## src/rtl/be_lsu.sv

```systemverilog
module be_lsu #(
  parameter int OFFW = 16
) (
  input  logic             clk,
  input  logic             rst_n,
  input  logic             req_valid,
  input  logic             req_store,
  input  logic [1:0]       req_size,
  input  logic             req_signed,
  input  logic [31:0]      req_base,
  input  logic [OFFW-1:0]  req_offset,
  input  logic [31:0]      req_wdata,
  output logic             mem_en,
  output logic             mem_we,
  output logic [31:0]      mem_addr,
  output logic [3:0]       mem_be,
  output logic [31:0]      mem_wdata,
  input  logic [31:0]      mem_rdata,
  output logic             rsp_valid,
  output logic [31:0]      rsp_data
);
  localparam int EXTW = 32 - OFFW;

  logic [31:0] ea;
  logic [3:0]  lanes;
  logic        pend, pend_signed;
  logic [1:0]  pend_size, pend_lo;
  logic [7:0]  rd_byte;
  logic [15:0] rd_half;

  assign ea       = req_base + {{EXTW{req_offset[OFFW-1]}}, req_offset};
  assign mem_en   = req_valid;
  assign mem_we   = req_valid & req_store;
  assign mem_addr = {ea[31:2], 2'b00};
  assign mem_be   = mem_we ? lanes : 4'b0000;

  always_comb begin
    case (req_size)
      2'b00: begin
        lanes     = 4'b1000 >> ea[1:0];
        mem_wdata = {4{req_wdata[7:0]}};
      end
      2'b01: begin
        lanes     = ea[1] ? 4'b0011 : 4'b1100;
        mem_wdata = {2{req_wdata[15:0]}};
      end
      default: begin
        lanes     = 4'b1111;
        mem_wdata = req_wdata;
      end
    endcase
  end

  always_ff @(posedge clk or negedge rst_n) begin
    if (!rst_n) begin
      pend        <= 1'b0;
      pend_signed <= 1'b0;
      pend_size   <= 2'b00;
      pend_lo     <= 2'b00;
    end else begin
      pend <= req_valid & ~req_store;
      if (req_valid & ~req_store) begin
        pend_signed <= req_signed;
        pend_size   <= req_size;
        pend_lo     <= ea[1:0];
      end
    end
  end

  assign rd_byte = mem_rdata[8*(3-pend_lo) +: 8];
  assign rd_half = pend_lo[1] ? mem_rdata[15:0] : mem_rdata[31:16];

  assign rsp_valid = pend;

  always_comb begin
    rsp_data = 32'h0;
    if (pend) begin
      case (pend_size)
        2'b00:   rsp_data = {{24{pend_signed & rd_byte[7]}}, rd_byte};
        2'b01:   rsp_data = {16'h0, rd_half};
        default: rsp_data = mem_rdata;
      endcase
    end
  end
endmodule

```

## config.mk

```make
export PLATFORM = sky130hd
export DESIGN_NAME = be_lsu
export DESIGN_NICKNAME = d
export VERILOG_FILES = /design/src/rtl/be_lsu.sv
export SDC_FILE = /design/constraint.sdc
export NUM_CORES = 1
export LEC_CHECK = 0
export BUFFER_PORTS_ARGS = -buffer_cell sky130_fd_sc_hd__buf_2
export CORE_AREA = 3 3 88 90
export DETAILED_ROUTE_END_ITERATION = 8
export DIE_AREA = 0 0 91 93
export PLACE_DENSITY_LB_ADDON = 0.2
export SLEW_MARGIN = 40
export SYNTH_ARGS = -nofsm -noshare
export SYNTH_HDL_FRONTEND = slang
export SYNTH_SLANG_ARGS = --single-unit
```

## constraint.sdc

```tcl
create_clock -name clk -period 5.4 [get_ports clk]
set_clock_uncertainty 0.1 [all_clocks]
set_input_delay 0.81 -clock clk [delete_from_list [all_inputs] [get_ports clk]]
set_output_delay 0.81 -clock clk [all_outputs]
set_load 0.01 [all_outputs]
```

==> metrics, run 1 <==
Synth warnings=0; Pre-antenna DRT Iters=4; count of buffers from port buffering=219; Final Hold Vio Count=0; Area after DPL=4120 um^2; setup TNS=0 ps; post-synthesis xor/xnor area fraction=7.92%; num ports=222; post-synthesis simple-gate area fraction=17.2%; RSZ-0062 raised after global routing=false; CP Launch Type=input pin; Avg Synthesized Cell Area=6.84 um^2; ANT nets after route=0; Final Cycle Share=72.9%; CTS tree=done; CTS Hold Bufs=0; DP Wirelength=8.83 mm; clock buffer depth=2; number of global-route vias before repair=3648; pwr dens=159 nW/um^2; Mapped Cells=485; Total Routing Usage GR=23.1%; Site Rows=31; area of the multi-input gates=2640 um^2; # resized after CTS=0; Synth async-reset ratio=100%; prevailing post-synth register cell=dfrtp_1; Yosys reg bits=6; crit end category=output port; overall routed net length=10.5 mm; Root Driver=clkbuf_8; Iteration-0 DRC Markers=108; DIE WIDTH=91 um; Synth Cell Area=3320 um^2; most common cell after layout, fill and taps aside=buf_2; Slew Limit Headroom=51.1%; Die ar.=8460 um^2; FF/Latch Area=150 um^2; Req. time, crit path=4490 ps; final setup violating endpoints=0; first-pass GRT wire length=16.9 mm; worst setup path class=input pin to output port; Skew-Pair Late Insertion Delay=220 ps; largest area contributor in the netlist=ha_1; fin area=4160 um^2; Synth area leaders=ha_1 (12%), buf_4 (9.5%), o21ai_0 (9.1%), a21oi_1 (8.9%), mux2_2 (6.1%); Final Critical Period=3940 ps; Slew Viols, Final=0; # clock sinks=6; largest family of logic cells by synthesized area=compound AO/OA/AOI/OAI gates; DR vias=3984; Synth cell types=57; Post-CTS Setup Inserts=0; Synth Area in Compound Gates=33.2%; layout cells sized above 1=40.6%; commonest non-fill, non-tap cells in the layout=buf_2 (219), o21ai_0 (60), a21oi_1 (59); min-delay worst type=input pin to async pin; final-layout fill cell count=742; slew of the pin with the lowest slew margin=733 ps; fmax=254 MHz; clk slew on worst S/H paths=40 ps; Peak VDD IR=0.0000615 V; routed vias/inst=5.37; Pleak=2.17 nW; TritonCTS Buffers=3; Starting Density=46.5%; H-Tree Depth=1; Adder-Cell Fraction of Synth Area=12.3%; NumNets Final=796; die height=93 um; # DRC=0; Post-synth EDFFs=0; WL per Instance=14.2 um; sequential share of the synthesized area=4.53%; multiplexer share of the synthesized area=8.83%; routability-driven placement congestion ratio=0.926; global route overflow=0; CP startpoint=req_offset[15]; core area=7140 um^2; Yosys top cell area share=11.7%; crit-path max FO=17; max_cap viols=0; status=finished clean; Layout area overhead=25.5%; initial antenna violation count=0; Worst EP arrival=3030 ps; r2r startpoint=pend_size[1]; largest net degree at the start of global routing=28; ANT cells=0
## logic make-up (layout without fill, tap and decap cells)
group / count (synthesis) / in the layout
AO/OA/AOI/OAI: 175 / 175
AND/OR/NAND/NOR: 120 / 120
buffers and inverters: 94 / 251
adder cells (fa/ha/maj): 32 / 32
XOR/XNOR: 30 / 30
multiplexers: 27 / 27
flip-flops: 6 / 6
other: 1 / 2
## Yosys cell counts (3+ instances only)
| cell type | n |
|---|---|
| nand3_1 | 7 |
| o31ai_1 | 3 |
| nor2b_1 | 3 |
| and2_1 | 5 |
| nand2b_1 | 3 |
| or3_1 | 7 |
| o21ai_0 | 60 |
| a21o_1 | 3 |
| dfrtp_1 | 6 |
| xnor2_1 | 22 |
| nand2_1 | 54 |
| mux2_2 | 18 |
| mux2i_1 | 9 |
| clkbuf_1 | 13 |
| o21ai_2 | 3 |
| a21boi_1 | 3 |
| o21a_1 | 7 |
| a211oi_1 | 3 |
| o211ai_1 | 3 |
| o211a_1 | 3 |
| xor2_1 | 8 |
| o21bai_1 | 6 |
| nor2_1 | 20 |
| o21ai_1 | 3 |
| buf_2 | 8 |
| nor3_1 | 7 |
| inv_1 | 29 |
| nand4_1 | 5 |
| a21oi_1 | 59 |
| buf_4 | 42 |
| ha_1 | 31 |
| a31oi_1 | 3 |
## metal layers
| layer | share of wire, % | up-vias | track usage (%) |
|---|---|---|---|
| li1 | - | 2007 | - |
| met1 | 43 | 1788 | 30.4 |
| met2 | 48 | 171 | 40.0 |
| met3 | 7.6 | 18 | 2.82 |
| met4 | 1.8 | 0 | 5.53 |
| met5 | 0 | - | 0 |
## flip-flops by register name (all words and copies together), names as in the netlist
name,cells
pend_lo,2
pend_signed,1
pend_size,2
rsp_valid,1
## power breakdown
| part | internal, W | switching [W] | total, W |
|---|---|---|---|
| combinational | 0.000228 | 0.000295 | 0.000523 |
| sequential | 0.0000511 | 0.0000214 | 0.0000725 |
| clock | 0.0000478 | 0.0000184 | 0.0000662 |
| total | 0.000327 | 0.000335 | 0.000662 |
## final cells by class
class	instances	share of cell area (%)
Multi-Input combinational cell	386	63.5
Timing Repair Buffer	219	26.3
Sequential cell	6	3.61
Tap cell	99	2.98
Inverter	29	2.62
Clock buffer	3	0.992
## critical path, cell delays in order
cell	delay, ps
buf_2	300
ha_1	390
a211oi_2	250
nor2_1	80
o21a_1	200
o41ai_4	250
nand2_2	120
a221oi_2	320
xnor2_1	160
buf_2	150
## per-stage QoR
stage | hold WS, ps | worst slack, ps | util [%] | cells | total power, W
3_5_place_dp | 427 | 1480 | 57.7 | 739 | 0.000592
5_1_grt | 306 | 1280 | 58.3 | 742 | 0.000722
4_1_cts | 299 | 1460 | 58.3 | 742 | 0.000664
6_report | 299 | 1460 | 58.3 | 742 | 0.000662
3_3_place_gp | 424 | 1560 | 57.7 | 739 | 0.000586
2_1_floorplan | 400 | 1840 | - | 486 | 0.000479
## worst paths after layout
path	endpoint	slack [ps]	cells after the start
max in group asynchronous	pend_size[1]	4760	1
max	mem_addr[30]	1460	10
min in group clk	pend_signed	430	1
max reg2reg	pend_size[1]	4210	2
min reg2reg	pend_signed	430	1
min	pend_signed	300	1
Note: power is estimated with default switching activity, not from simulation.
==> inputs of run 2 (changes only) <==
--- a/config.mk
+++ b/config.mk
@@ -6,9 +6,9 @@
 export NUM_CORES = 1
 export LEC_CHECK = 0
 export BUFFER_PORTS_ARGS = -buffer_cell sky130_fd_sc_hd__buf_2
-export CORE_AREA = 3 3 88 90
+export CORE_AREA = 3 3 91 93
 export DETAILED_ROUTE_END_ITERATION = 8
-export DIE_AREA = 0 0 91 93
+export DIE_AREA = 0 0 94 96
 export PLACE_DENSITY_LB_ADDON = 0.2
 export SLEW_MARGIN = 40
 export SYNTH_ARGS = -nofsm -noshare
==> constraint.sdc (replaced) <==
create_clock -name clk -period 3.8 [get_ports clk]
set_clock_uncertainty 0.1 [all_clocks]
set_input_delay 0.57 -clock clk [delete_from_list [all_inputs] [get_ports clk]]
set_output_delay 0.57 -clock clk [all_outputs]
set_load 0.01 [all_outputs]
==> run 2 against run 1 <==
Against the previous run: critical path depth increased by 2; core utilization decreased by 3.4 points; via count about the same; hold slack got worse by 230 ps; largest cell class unchanged; clock power increased by 39%; sequential share of layout area about the same; sequential cell count unchanged; first-iteration DRC count increased by 30%.
==> metrics, run 2 (synthesized netlist as in run 1, its figures left out) <==
status=finished clean; global route overflow=0; WL per Instance=14.7 um; layout cells sized above 1=40.8%; Site Rows=32; # clock sinks=6; Place WS=355 ps; routability-driven placement congestion ratio=0.953; NumNets Final=798; overall routed net length=11.0 mm; Die ar.=9020 um^2; post-layout util=55.0%; Final Critical Period=3440 ps; DIE WIDTH=94 um; RSZ-0062 raised after global routing=false; Clock power frac=9.7%; # DRC=0; Worst EP arrival=2770 ps; Iteration-0 DRC Markers=140; die height=96 um; pwr dens=226 nW/um^2; first-pass GRT wire length=16.8 mm; Skew-Pair Late Insertion Delay=220 ps; num ports=222; routed vias/inst=5.33; most common cell after layout, fill and taps aside=buf_2; H-Tree Depth=1; Root Driver=clkbuf_8; CP Launch Type=input pin; Psw=0.000479 W; crit end category=output port; DP Wirelength=9.48 mm; Final Hold Vio Count=0; commonest non-fill, non-tap cells in the layout=buf_2 (219), o21ai_0 (60), a21oi_1 (59); reg2reg path depth=2; # resized after CTS=0; count of buffers from port buffering=219; Post-CTS Setup Inserts=0; TritonCTS Buffers=3; Pleak=2.18 nW; min-delay worst type=input pin to async pin; DR vias=3982; ANT nets after route=0; R2R Setup Slk=2660 ps; core area=7610 um^2; final setup violating endpoints=0; ANT cells=0; r2r startpoint=pend_size[1]; Starting Density=43.6%; worst setup path class=input pin to output port; largest net degree at the start of global routing=27; Seq pwr share=10.8%; Combinational Power Share=79.4%; clock buffer depth=2; crit-path max FO=4; setup TNS=0 ps; Layout area overhead=26.1%; Net Sw Frac=50.6%; CTS Hold Bufs=0; Total Routing Usage GR=22.5%; Req. time, crit path=3130 ps; clk slew on worst S/H paths=40 ps; Slew Limit Headroom=47.6%; top flop regs=pend_lo (2), pend_size (2); Final Cycle Share=90.6%; fmax=291 MHz; Slew Viols, Final=0; number of global-route vias before repair=3583; Peak VDD IR=0.000108 V; initial antenna violation count=0; CTS tree=done; Pre-antenna DRT Iters=4; FF-to-FF End=pend_size[1]; slew of the pin with the lowest slew margin=783 ps; slack of the critical path=358 ps; internal power=0.000467 W; max_cap viols=0
[run 2: changes by cell type in the layout (fill, tap and decap cells not counted)]
cell | previous run | this run
buf_4 | 0 | 2
[run 2: how the worst max path moves through the flow]
stage | startpoint | endpoint | slack [ps] | cells past startpoint
after floorplan | req_base[0] | mem_addr[18] | 720 | 11
after global placement | req_offset[15] | mem_addr[30] | 430 | 10
after detailed placement | req_base[0] | mem_addr[18] | 350 | 12
after CTS | req_base[0] | mem_addr[18] | 340 | 12
after global routing | req_base[0] | mem_addr[20] | 170 | 11
final | req_base[0] | mem_addr[18] | 360 | 12
[run 2: area by class of cell]
cell class	count	area, um^2
Fill cell	790	3430
Multi-Input combinational cell	386	2640
Timing Repair Buffer	221	1110
Sequential cell	6	150
Tap cell	102	128
Inverter	29	109
Clock buffer	3	41.3
[run 2: routing by layer]
layer / up-vias / routed length (um) / GRT usage, %
met2: 171 / 5360 / 41.0
met4: 0 / 126 / 4.09
met3: 11 / 976 / 4.07
li1: 2009 / - / -
met1: 1791 / 4550 / 27.8
met5: - / 0 / 0
[run 2: through the flow]
stage                     power [W]  std cells  area (um^2)  hold slack [ps]
final                      0.000946        747         4180             68.9
after detailed placement   0.000852        744         4140              301
after CTS                  0.000950        747         4180             70.8
after global placement     0.000842        744         4140              297
after floorplan            0.000681        486         3320              174
after global routing        0.00104        747         4180             67.1
[run 2: power groups by stage]
stage	clock, W	combinational (W)	sequential [W]
global placement	0	0.000740	0.000102
detailed placement	0	0.000749	0.000103
global route	0.000102	0.000829	0.000106
floorplan	0	0.000602	0.0000788
finish	0.0000919	0.000752	0.000103
CTS	0.0000949	0.000753	0.000102
[run 2: worst max-delay path, stage by stage]
cell and delay (ps):
buf_2 80, ha_1 170, inv_1 60, fa_1 400
nor2b_1 200, o31ai_2 90, and2_1 200, o41ai_2 350
nor2b_4 230, a311oi_1 110, xnor2_1 160, buf_2 150
